File: config.mk
export PLATFORM = sky130hd
export DESIGN_NAME = disk_boot_loader
export DESIGN_NICKNAME = d
export VERILOG_FILES = /design/src/rtl/boot_pkg.sv /design/src/rtl/boot_cmd_phaser.sv /design/src/rtl/boot_field_reader.sv /design/src/rtl/disk_boot_loader.sv
export SDC_FILE = /design/constraint.sdc
export NUM_CORES = 1
export LEC_CHECK = 0
export BUFFER_PORTS_ARGS = -buffer_cell sky130_fd_sc_hd__buf_4
export CAP_MARGIN = 20
export CORE_MARGIN = 2
export CORE_UTILIZATION = 60
export DETAILED_ROUTE_END_ITERATION = 12
export GPL_TIMING_DRIVEN = 0
export PLACE_DENSITY = 0.94
export SLEW_MARGIN = 20
export SYNTH_ARGS = -nofsm -noshare
export SYNTH_HDL_FRONTEND = slang
export SYNTH_SLANG_ARGS = --single-unit
File: constraint.sdc
create_clock -name clk -period 4.2 [get_ports clk]
set_clock_uncertainty 0.05 [all_clocks]
set_input_delay 0.21 -clock clk [delete_from_list [all_inputs] [get_ports clk]]
set_output_delay 0.21 -clock clk [all_outputs]
set_load 0.03 [all_outputs]
File: src/rtl/boot_pkg.sv
package boot_pkg;

   typedef enum logic [3:0] {
      ST_IDLE,
      ST_WAIT_ONLINE,
      ST_RECAL,
      ST_WAIT_READY,
      ST_HEAD,
      ST_WAIT_INDEX,
      ST_FIELD,
      ST_CHECK,
      ST_WAIT_SECTOR,
      ST_ABORT,
      ST_FINISH
   } boot_state_e;

   typedef enum logic [1:0] {
      FLD_HDR,
      FLD_LBL,
      FLD_DATA
   } field_e;

endpackage

File: src/rtl/boot_cmd_phaser.sv
module boot_cmd_phaser #(
   parameter int BUS_W = 10
) (
   input  logic             clk,
   input  logic             rst,
   input  logic             go,
   input  logic             clr,
   input  logic [BUS_W-1:0] bus_val,
   input  logic [1:0]       tag_sel,
   output logic [BUS_W-1:0] cmd_bus,
   output logic [1:0]       cmd_tag,
   output logic             done
);

   logic [1:0] phase_q;
   logic [1:0] sel_q;

   always_ff @(posedge clk) begin
      if (rst) begin
         phase_q <= 2'd0;
         sel_q   <= 2'd0;
         cmd_bus <= '0;
         cmd_tag <= 2'd0;
      end else if (clr) begin
         phase_q <= 2'd0;
         cmd_bus <= '0;
         cmd_tag <= 2'd0;
      end else begin
         case (phase_q)
            2'd0: if (go) begin
               cmd_bus <= bus_val;
               sel_q   <= tag_sel;
               phase_q <= 2'd1;
            end
            2'd1: begin
               cmd_tag <= sel_q;
               phase_q <= 2'd2;
            end
            2'd2: begin
               cmd_tag <= 2'd0;
               phase_q <= 2'd3;
            end
            default: phase_q <= 2'd0;
         endcase
      end
   end

   assign done = (phase_q == 2'd3);

   AST_TAG_FOLLOWS_BUS: assert property (@(posedge clk) disable iff (rst)
      $rose(|cmd_tag) |-> (cmd_bus == $past(cmd_bus)) && ($past(cmd_tag) == 2'd0))
      else $error("tag raised without a bus-only phase");
   AST_BUS_KEPT_ON_RELEASE: assert property (@(posedge clk) disable iff (rst)
      $fell(|cmd_tag) |-> $stable(cmd_bus))
      else $error("bus changed while tag released");
   AST_TAG_ONE_CYCLE: assert property (@(posedge clk) disable iff (rst)
      (|cmd_tag) |=> !(|cmd_tag))
      else $error("tag held longer than one cycle");
   AST_TAG_ONEHOT: assert property (@(posedge clk) disable iff (rst)
      $onehot0(cmd_tag))
      else $error("two tags at once");

endmodule

File: src/rtl/boot_field_reader.sv
module boot_field_reader #(
   parameter int DATA_W        = 16,
   parameter int ADDR_W        = 16,
   parameter int CNT_W         = 9,
   parameter int SETTLE_CYCLES = 8,
   parameter int BUF_BASE      = 256
) (
   input  logic              clk,
   input  logic              rst,
   input  logic              addr_init,
   input  logic              go,
   input  logic              store,
   input  logic [CNT_W-1:0]  words,
   input  logic              rd_req,
   input  logic [DATA_W-1:0] rd_data,
   output logic              read_en,
   output logic              mem_we,
   output logic [ADDR_W-1:0] mem_addr,
   output logic [DATA_W-1:0] mem_wdata,
   output logic              done
);

   localparam int SET_W = $clog2(SETTLE_CYCLES + 1);

   logic              busy_q;
   logic              store_q;
   logic [SET_W-1:0]  settle_q;
   logic [CNT_W-1:0]  remain_q;
   logic [ADDR_W-1:0] ptr_q;
   logic [SET_W-1:0]  gap_q;

   always_ff @(posedge clk) begin
      if (rst) begin
         busy_q    <= 1'b0;
         store_q   <= 1'b0;
         settle_q  <= '0;
         remain_q  <= '0;
         ptr_q     <= ADDR_W'(BUF_BASE);
         read_en   <= 1'b0;
         mem_we    <= 1'b0;
         mem_addr  <= '0;
         mem_wdata <= '0;
         done      <= 1'b0;
      end else begin
         mem_we <= 1'b0;
         done   <= 1'b0;
         if (addr_init) ptr_q <= ADDR_W'(BUF_BASE);
         if (go) begin
            busy_q   <= 1'b1;
            store_q  <= store;
            settle_q <= SET_W'(SETTLE_CYCLES);
            remain_q <= words;
            read_en  <= 1'b0;
         end else if (busy_q && !read_en) begin
            if (settle_q != '0) settle_q <= settle_q - 1'b1;
            else                read_en  <= 1'b1;
         end else if (read_en && rd_req) begin
            if (remain_q == '0) begin
               read_en <= 1'b0;
               busy_q  <= 1'b0;
               done    <= 1'b1;
            end else begin
               remain_q <= remain_q - 1'b1;
               if (store_q) begin
                  mem_we    <= 1'b1;
                  mem_addr  <= ptr_q;
                  mem_wdata <= rd_data;
                  ptr_q     <= ptr_q + 1'b1;
               end
            end
         end
      end
   end

   always_ff @(posedge clk) begin
      if (rst)                             gap_q <= '0;
      else if (read_en)                    gap_q <= '0;
      else if (gap_q != SET_W'(SETTLE_CYCLES)) gap_q <= gap_q + 1'b1;
   end

   AST_SETTLE_BEFORE_READ: assert property (@(posedge clk) disable iff (rst)
      $rose(read_en) |-> (gap_q == SET_W'(SETTLE_CYCLES)))
      else $error("read enabled before settling");
   AST_WRITE_NEEDS_REQ: assert property (@(posedge clk) disable iff (rst)
      mem_we |-> ($past(rd_req) && $past(read_en)))
      else $error("memory write without a data request");
   AST_ADDR_STEP: assert property (@(posedge clk) disable iff (rst)
      (mem_we && $past(mem_we)) |-> (mem_addr == $past(mem_addr) + 1'b1))
      else $error("write address not consecutive");

endmodule

File: src/rtl/disk_boot_loader.sv
module disk_boot_loader #(
   parameter int              DATA_W        = 16,
   parameter int              ADDR_W        = 16,
   parameter int              BUS_W         = 10,
   parameter int              STATUS_W      = 8,
   parameter int              CODE_W        = 4,
   parameter int              NUM_DRIVES    = 2,
   parameter int              FIRST_CODE    = 7,
   parameter int              SECTORS       = 28,
   parameter int              HDR_WORDS     = 2,
   parameter int              LBL_WORDS     = 10,
   parameter int              DATA_WORDS    = 256,
   parameter int              BUF_BASE      = 256,
   parameter int              SETTLE_CYCLES = 8,
   parameter int              ERR_ADDR      = 1,
   parameter int              ERR_CODE      = 1,
   parameter logic [BUS_W-1:0] RECAL_CODE   = 'h044,
   parameter logic [1:0]      ERR_MASK      = 2'b11
) (
   input  logic                  clk,
   input  logic                  rst,
   input  logic                  start,
   input  logic [CODE_W-1:0]     boot_code,
   input  logic                  drv_online,
   input  logic                  drv_ready,
   input  logic                  index_pulse,
   input  logic                  sector_found,
   input  logic                  err_overrun,
   input  logic                  err_ecc,
   input  logic                  rd_req,
   input  logic [DATA_W-1:0]     rd_data,
   output logic [NUM_DRIVES-1:0] drive_sel,
   output logic                  fw_en,
   output logic [BUS_W-1:0]      cmd_bus,
   output logic [1:0]            cmd_tag,
   output logic                  read_en,
   output logic                  mem_we,
   output logic [ADDR_W-1:0]     mem_addr,
   output logic [DATA_W-1:0]     mem_wdata,
   output logic [STATUS_W-1:0]   boot_status,
   output logic                  boot_done
);
   import boot_pkg::*;

   localparam int MAX_HL    = (HDR_WORDS > LBL_WORDS) ? HDR_WORDS : LBL_WORDS;
   localparam int MAX_WORDS = (MAX_HL > DATA_WORDS) ? MAX_HL : DATA_WORDS;
   localparam int CNT_W     = $clog2(MAX_WORDS + 1);
   localparam int SEC_W     = $clog2(SECTORS + 1);

   if (DATA_WORDS < 1 || (DATA_WORDS & (DATA_WORDS - 1)) != 0) begin : g_chk_words
      $error("DATA_WORDS must be a power of two");
   end
   if (BUF_BASE % DATA_WORDS != 0 || BUF_BASE <= ERR_ADDR) begin : g_chk_base
      $error("BUF_BASE must be page aligned and above ERR_ADDR");
   end
   if (NUM_DRIVES < 1 || FIRST_CODE + NUM_DRIVES > (1 << CODE_W)) begin : g_chk_drv
      $error("drive codes do not fit CODE_W");
   end
   if (SECTORS < 1 || SETTLE_CYCLES < 1 || ERR_CODE == 0) begin : g_chk_misc
      $error("SECTORS, SETTLE_CYCLES and ERR_CODE must be nonzero");
   end

   boot_state_e           state_q;
   field_e                field_q;
   logic [NUM_DRIVES-1:0] code_hit;
   logic [SEC_W-1:0]      sec_cnt_q;
   logic                  cmd_go_q;
   logic [BUS_W-1:0]      cmd_val_q;
   logic [1:0]            cmd_sel_q;
   logic                  cmd_done;
   logic                  cmd_clr;
   logic                  fr_go_q;
   logic                  addr_init_q;
   logic [CNT_W-1:0]      fr_words;
   logic                  fr_store;
   logic                  fr_done;
   logic                  fr_we;
   logic [ADDR_W-1:0]     fr_addr;
   logic [DATA_W-1:0]     fr_wdata;
   logic [1:0]            err_vec;

   for (genvar i = 0; i < NUM_DRIVES; i++) begin : g_drv
      assign code_hit[i] = (boot_code == CODE_W'(FIRST_CODE + i));
   end

   assign err_vec = {err_ecc, err_overrun};
   assign cmd_clr = (state_q == ST_ABORT) || (state_q == ST_FINISH);

   always_comb begin
      case (field_q)
         FLD_HDR: fr_words = CNT_W'(HDR_WORDS);
         FLD_LBL: fr_words = CNT_W'(LBL_WORDS);
         default: fr_words = CNT_W'(DATA_WORDS);
      endcase
   end
   assign fr_store = (field_q == FLD_DATA);

   always_ff @(posedge clk) begin
      if (rst) begin
         state_q     <= ST_IDLE;
         field_q     <= FLD_HDR;
         drive_sel   <= '0;
         fw_en       <= 1'b0;
         boot_status <= '0;
         boot_done   <= 1'b0;
         sec_cnt_q   <= '0;
         cmd_go_q    <= 1'b0;
         cmd_val_q   <= '0;
         cmd_sel_q   <= 2'd0;
         fr_go_q     <= 1'b0;
         addr_init_q <= 1'b0;
      end else begin
         cmd_go_q    <= 1'b0;
         fr_go_q     <= 1'b0;
         addr_init_q <= 1'b0;
         boot_done   <= 1'b0;
         case (state_q)
            ST_IDLE: if (start && (|code_hit)) begin
               drive_sel   <= code_hit;
               fw_en       <= 1'b1;
               addr_init_q <= 1'b1;
               state_q     <= ST_WAIT_ONLINE;
            end
            ST_WAIT_ONLINE: if (drv_online) begin
               cmd_val_q <= RECAL_CODE;
               cmd_sel_q <= 2'b01;
               cmd_go_q  <= 1'b1;
               sec_cnt_q <= SEC_W'(SECTORS);
               state_q   <= ST_RECAL;
            end
            ST_RECAL: if (cmd_done) state_q <= ST_WAIT_READY;
            ST_WAIT_READY: if (drv_ready) begin
               cmd_val_q <= BUS_W'(1);
               cmd_sel_q <= 2'b10;
               cmd_go_q  <= 1'b1;
               sec_cnt_q <= SEC_W'(SECTORS);
               state_q   <= ST_HEAD;
            end
            ST_HEAD: if (cmd_done) state_q <= ST_WAIT_INDEX;
            ST_WAIT_INDEX: if (index_pulse) begin
               field_q <= FLD_HDR;
               fr_go_q <= 1'b1;
               state_q <= ST_FIELD;
            end
            ST_FIELD: if (fr_done) state_q <= ST_CHECK;
            ST_CHECK: begin
               if (|(err_vec & ERR_MASK)) begin
                  state_q <= ST_ABORT;
               end else begin
                  case (field_q)
                     FLD_HDR: begin
                        field_q <= FLD_LBL;
                        fr_go_q <= 1'b1;
                        state_q <= ST_FIELD;
                     end
                     FLD_LBL: begin
                        field_q <= FLD_DATA;
                        fr_go_q <= 1'b1;
                        state_q <= ST_FIELD;
                     end
                     default: begin
                        sec_cnt_q <= sec_cnt_q - 1'b1;
                        if (sec_cnt_q == SEC_W'(1)) state_q <= ST_FINISH;
                        else                        state_q <= ST_WAIT_SECTOR;
                     end
                  endcase
               end
            end
            ST_WAIT_SECTOR: if (sector_found) begin
               field_q <= FLD_HDR;
               fr_go_q <= 1'b1;
               state_q <= ST_FIELD;
            end
            ST_ABORT, ST_FINISH: begin
               boot_status <= (state_q == ST_ABORT) ? STATUS_W'(ERR_CODE) : '0;
               drive_sel   <= '0;
               fw_en       <= 1'b0;
               boot_done   <= 1'b1;
               state_q     <= ST_IDLE;
            end
            default: state_q <= ST_IDLE;
         endcase
      end
   end

   boot_cmd_phaser #(
      .BUS_W (BUS_W)
   ) u_cmd (
      .clk     (clk),
      .rst     (rst),
      .go      (cmd_go_q),
      .clr     (cmd_clr),
      .bus_val (cmd_val_q),
      .tag_sel (cmd_sel_q),
      .cmd_bus (cmd_bus),
      .cmd_tag (cmd_tag),
      .done    (cmd_done)
   );

   boot_field_reader #(
      .DATA_W        (DATA_W),
      .ADDR_W        (ADDR_W),
      .CNT_W         (CNT_W),
      .SETTLE_CYCLES (SETTLE_CYCLES),
      .BUF_BASE      (BUF_BASE)
   ) u_field (
      .clk       (clk),
      .rst       (rst),
      .addr_init (addr_init_q),
      .go        (fr_go_q),
      .store     (fr_store),
      .words     (fr_words),
      .rd_req    (rd_req),
      .rd_data   (rd_data),
      .read_en   (read_en),
      .mem_we    (fr_we),
      .mem_addr  (fr_addr),
      .mem_wdata (fr_wdata),
      .done      (fr_done)
   );

   assign mem_we    = fr_we || (state_q == ST_ABORT);
   assign mem_addr  = (state_q == ST_ABORT) ? ADDR_W'(ERR_ADDR) : fr_addr;
   assign mem_wdata = (state_q == ST_ABORT) ? DATA_W'(ERR_CODE) : fr_wdata;

   AST_SEL_ONEHOT: assert property (@(posedge clk) disable iff (rst)
      $onehot0(drive_sel))
      else $error("more than one drive selected");
   AST_DONE_DESELECTS: assert property (@(posedge clk) disable iff (rst)
      boot_done |-> (drive_sel == '0) && !fw_en && (cmd_bus == '0))
      else $error("drive still selected at end");
   AST_DONE_PULSE: assert property (@(posedge clk) disable iff (rst)
      boot_done |=> !boot_done)
      else $error("done longer than one cycle");
   AST_NO_READ_DURING_TAG: assert property (@(posedge clk) disable iff (rst)
      (|cmd_tag) |-> !read_en)
      else $error("read enabled during a command");
   AST_READ_NEEDS_FW: assert property (@(posedge clk) disable iff (rst)
      read_en |-> fw_en)
      else $error("read enabled while firmware disabled");
   AST_ERR_NOTIFY: assert property (@(posedge clk) disable iff (rst)
      (mem_we && mem_addr == ADDR_W'(ERR_ADDR)) |=> boot_done && (boot_status == STATUS_W'(ERR_CODE)))
      else $error("error notification not followed by abort status");

endmodule

### Word-level counts from Yosys, hierarchy flattened

Index checks and enable logic that the tools add are counted.

* add/sub/neg operators: 4
* multiply operators: 0
* divide/modulo/power cells: 0
* order comparisons: 0
* equality and inequality tests: 33
* shift-type cells: 0
* mux-type cells: 70
* bitwise gates (word level): 6
* reduce and logical (&&, ||, !) cells: 44

Operator list (number)
* 2-to-1 mux 16 bit: 8
* 2-to-1 mux 4 bit: 13
* 2-to-1 mux 9 bit: 4
* case mux 4 bit (9 select lines): 1
* inequality test 2 bit, second input constant: 13
* == test 4 x 3 -> 1 bit, second input constant: 5
* 2-to-1 mux 10 bit: 2
* 2-to-1 mux 5 bit: 4
* case mux 10 bit (2 select lines): 1
* 2-to-1 mux 1 bit: 18
* case mux 9 bit (2 select lines): 1
* nonzero test 2 bit: 9
* adder 16 x 1 -> 16 bit, second input constant: 1
* == test 4 bit, second input constant: 4
* 2-to-1 mux 2 bit: 8
* case mux 2 bit (2 select lines): 4
* case mux 5 bit (3 select lines): 1
* AND reduction 3 bit: 5
* AND reduction 5 bit: 3
* OR reduction 2 bit: 7
* case mux 2 bit (3 select lines): 2
* zero test 9 bit: 1
* subtractor 9 x 1 -> 9 bit, second input constant: 1
* == test 4 x 2 -> 1 bit, second input constant: 2
* other kinds (22): 39

* flip-flop bits (word level): 120
* latch bits: 0
* RAM bits: 0
* bits in read-only memories: 0
* input port bits: 30
* memories kept: 0

### Longest topological paths before layout

* depth after elaboration: 6
* depth in mapped cells: 8
* gate-level depth less buffers: 6

### Cells and area by module

A second synthesis with hierarchy kept.

* cells, all modules: 614
* area total of the unflattened synthesis: 5084.9 um^2

Modules (own cells, without submodules)
* boot_field_reader: instances 1, cells each 352, area an instance 2941.6 um^2, sequential area each 1321.3 um^2
* disk_boot_loader: instances 1, cells each 186, area an instance 1498.9 um^2, sequential area each 420.4 um^2
* boot_cmd_phaser: instances 1, cells each 76, area an instance 644.4 um^2, sequential area each 320.3 um^2

### Worst setup path after synthesis

OpenSTA, ideal clock, no wires.

* path type: register -> register
* start: register u_field.remain_q[0]
* end: register u_field.remain_q[8]
* arrival time: 1792 ps
* path slack: 2226 ps
* stages on the path, launching flop included: 8
* clock period less this slack: 1974 ps
* path through: dfxtp_1 inv_1 ha_1 or4b_1 buf_2 or4_4 o211ai_2 a21oi_1

* word-level cells in the longest chain between the ends: 5
* elaborated cells between the ends (all ways): 8
* classes of those cells: 1 x add/sub; 1 x eq/ne; 4 x mux; 2 x reduce/logical

RTL lines
* start, declared: RTL line boot_field_reader.sv:28 `logic [CNT_W-1:0] remain_q;`
* start signal, assigned: RTL line boot_field_reader.sv:52 `remain_q <= words;`
* start signal, assigned: RTL line boot_field_reader.sv:63 `remain_q <= remain_q - 1'b1;`
* subtractor 9 x 1 -> 9 bit: RTL line boot_field_reader.sv:63
* 2-to-1 mux 9 bit: RTL line boot_field_reader.sv:58 `if (remain_q == '0) begin`
* 2-to-1 mux 9 bit: RTL line boot_field_reader.sv:57 `end else if (read_en && rd_req) begin`
* 2-to-1 mux 9 bit: RTL line boot_field_reader.sv:54 `end else if (busy_q && !read_en) begin`
* 2-to-1 mux 9 bit: RTL line boot_field_reader.sv:48 `if (go) begin`

Several ways; a longest one is shown, not always the timed one. The select of a mux whose other input is x is not followed.
A chain may end at the register's enable or synchronous reset.

### Worst setup path after layout

* start: register state_q[3]
* end: output port mem_wdata[8]

* word-level cells in the longest chain between the ends: 2

RTL lines
* start, declared: RTL line disk_boot_loader.sv:63 `boot_state_e state_q;`
* start signal, assigned: RTL line disk_boot_loader.sv:100 `state_q <= ST_IDLE;`
* start signal, assigned: RTL line disk_boot_loader.sv:122 `state_q <= ST_WAIT_ONLINE;`
* start signal, assigned: RTL line disk_boot_loader.sv:129 `state_q <= ST_RECAL;`
* == test 4 bit: RTL line disk_boot_loader.sv:224 `assign mem_wdata = (state_q == ST_ABORT) ? DATA_W'(ERR_CODE) : fr_wdata;`
* 2-to-1 mux 16 bit: RTL line disk_boot_loader.sv:224
* end, declared: RTL line disk_boot_loader.sv:39 `output logic [DATA_W-1:0] mem_wdata,`

Every way passes these cells.

==> flow_metrics.tcl <==
set metrics [dict create \
    outcome "finished, final reports clean" \
    drt_iter0_drc 245 \
    min_period_ps 3020 \
    critPathArrivalTime_ps 2760 \
    top_usage_layer "met2" \
    cts-hold-fix-buffers 0 \
    netlist_instances 571 \
    vdd_drop_max_uv 278 \
    critPathMaxFanout 10 \
    grt_pass1_vias 4356 \
    critPathKind "flip-flop to primary output" \
    setup_viol 0 \
    synthTopCellsByArea "dfxtp_1, nand2_1, a21oi_1" \
    dr.pass1.iters 5 \
    grt-ovfl-total 0 \
    antenna_found_initial 0 \
    fillers 605 \
    num_rows 32 \
    ctsResizeCount 0 \
    yosys_warnings 0 \
    hold_end "u_field.mem_wdata[3]$_SDFFE_PP0P_" \
    initial_core_util_pct 61.3 \
    synth_top_cell_area_share_pct 40.3 \
    synth_area_sq_um 4710 \
    synth_common_cells "nand2_1, dfxtp_1, a21oi_1" \
    drive_gt1_share_pct 20.2 \
    p_per_area_nw_per_um2 310 \
    min_path_type "input port to flip-flop" \
    timing.rr.start "u_field.remain_q[0]$_SDFFE_PP0P_" \
    grt_first_pass_wirelength_um 19100 \
    final_antenna_net_count 0 \
    htreeDepth 3 \
    hold_violations 0 \
    min_path_cells 3 \
    numCtsBuffers 9 \
    critPathRequiredTime_ps 3940 \
    final_net_count 706 \
    postSynthAreaPerCell_sq_um 8.26 \
    tightestPinTransition_ps 1020 \
    maxSlewViolCount 0 \
    top_level_ports 88 \
    worstHoldStart "rd_data[3]" \
    clk_latency_ps 370 \
    track_usage_pct 27.3 \
    use_met1_pct 32.1 \
    vias 4503 \
    synth_top_family_by_area "simple AND/OR/NAND/NOR gates" \
    synthMostInstantiatedCell "nand2_1" \
    use_met2_pct 48.4 \
    slew_headroom_pct 31.7 \
    cts.sinks 95 \
    drc 0 \
    insertedDiodeCount 0 \
    portBuffers 73 \
    async_flop_share_pct 0 \
    synth_fa_ha_area_share_pct 2.12 \
    die_w_um 92.6 \
    ys_seq_area_share_pct 40.3 \
    cts.clk_slew.worst_paths_ps 110 \
    finalPower_mw 1.74 \
    syn2layout_area_growth_pct 19.2 \
    cts_buffer_depth 2 \
    dp_hpwl_um 8170 \
    dieHeight_um 92.6 \
    grt_start_max_net_pins 18 \
    synth_edf_count 0 \
    core_sq_um 7690 \
    max_freq_ghz 0.331 \
    die_area_sq_um 8580 \
    synth_cell_type_count 67 \
    yosys.area_share.simple_pct 29.6 \
    synthFlopType "dfxtp_1" \
    ff2ff_path_depth 8 \
    met3_usage_pct 5.53 \
    worstSetupEndpointType "primary output" \
    synthMuxAreaShare_pct 2.18 \
    drt-total-wl_um 11400 \
    fin_tns_setup_ps 0 \
    cts_tree "yes" \
    r2r-end "u_field.mem_wdata[2]$_SDFFE_PP0P_" \
    gp_congestion 0.957 \
    synth_top_cell_by_area "dfxtp_1" \
    synth_compound_area_share_pct 16.8 \
    postCtsSetupBuffers 0 \
    wire_per_inst_um 14.7 \
    critPathLaunchType "flip-flop" \
    rsz0062_at_grt "false" \
    cap_violations 0 \
    cts_root_buf "clkbuf_8" \
    synth_xor_area_share_pct 1.86 \
    ys_seq_elements 95 \
    reg2reg_slack_ps 1810 \
    post-route-period-util_pct 71.9 \
    via_per_inst 5.81 \
    p_leak_nw 2.16 \
]
==> state kept, by name, indices dropped and copies added, names as in the netlist, 2 cells and up <==
signal / count
drive_sel: 2
field_q: 2
sec_cnt_q: 5
state_q: 4
u_cmd.cmd_bus: 2
u_cmd.cmd_tag: 2
u_cmd.phase_q: 2
u_cmd.sel_q: 2
u_field.mem_addr: 16
u_field.mem_wdata: 16
u_field.ptr_q: 16
u_field.remain_q: 9
u_field.settle_q: 4
==> per-layer routing <==
metal	wire length, um	up-vias
met4	370	0
met3	746	38
met1	4600	2093
met2	5640	199
met5	0	-
li1	-	2173
==> worst max-delay path by stage <==
stage	startpoint	endpoint	slack, ps	cells past startpoint
3_5_place_dp	state_q[3]$_SDFFE_PP0P_	mem_we	1680	6
5_1_grt	state_q[3]$_SDFFE_PP0P_	mem_wdata[0]	1010	6
4_1_cts	state_q[3]$_SDFFE_PP0P_	mem_wdata[8]	1240	6
3_3_place_gp	state_q[3]$_SDFFE_PP0P_	mem_addr[0]	1720	6
6_report	state_q[3]$_SDFFE_PP0P_	mem_wdata[8]	1180	6
2_1_floorplan	u_field.remain_q[0]$_SDFFE_PP0P_	u_field.remain_q[8]$_SDFFE_PP0P_	2230	7
==> power breakdown <==
part	leakage, nW	internal (mW)	switching, mW	total (mW)
Sequential	0.766	0.920	0.0225	0.942
Combinational	1.30	0.102	0.132	0.235
Clock	0.0890	0.225	0.341	0.567
Total	2.16	1.25	0.496	1.74
==> final cells by class <==
cell class                 count  area [sq um]  area share, %
multi-input combinational    428          2530           45.0
sequential                    95          1900           33.8
timing repair buffer          73           548           9.75
buffer                        46           278           4.94
clock buffer                  10           128           2.27
tap                          102           128           2.27
inverter                      15          56.3           1.00
clock inverter                 6          53.8          0.957
==> cell usage in the layout, fill, tap and decap left out, drive strengths merged, types with 3 or more instances in the layout <==
cell type  count
nor2b         33
o21ba          4
and3           4
a21o           3
clkinv         3
a31oi          6
or2            7
xnor2          5
a21oi         64
a311oi         7
nand2         99
clkbuf        22
conb          14
or4           11
nor3           5
or4b           5
o31a           3
or3            5
a211oi         3
o31ai          5
dfxtp         95
nor4b          3
nand3b         3
nand3         20
and2           3
xor2           5
buf          106
inv           17
nand4          8
nand2b        12
nand4b         3
nor2          30
o21ai          8
ha             8
o211ai         8
mux2i          8
nor4           6
nor3b          3
==> worst max-delay path: stages, from the launching register on <==
cell and delay, ps:
dfxtp_1 400, clkbuf_1 330, nand2_1 80, nor3_1 780, clkbuf_1 450, nor2b_1 140, buf_4 200
==> through the flow <==
| stage | hold WS, ps | worst slack, ps | util (%) | std cells | instance area (sq um) |
|---|---|---|---|---|---|
| floorplan | 296 | 2230 | - | 584 | 4760 |
| global placement | 388 | 1720 | 70.8 | 759 | 5440 |
| detailed placement | 392 | 1680 | 70.8 | 759 | 5440 |
| CTS | 28.2 | 1240 | 73.1 | 775 | 5620 |
| global route | 19.0 | 1010 | 73.1 | 775 | 5620 |
| finish | 27.8 | 1180 | 73.1 | 775 | 5620 |
==> logic make-up (layout without fill, tap and decap cells) <==
group / Yosys count / in the layout
multiplexers: 10 / 10
XOR/XNOR: 10 / 10
buffers and inverters: 61 / 150
other: 1 / 14
flip-flops: 95 / 95
AO/OA/AOI/OAI: 124 / 124
adder cells (fa/ha/maj): 8 / 8
AND/OR/NAND/NOR: 262 / 262
Power figures use the tool's default switching activity.
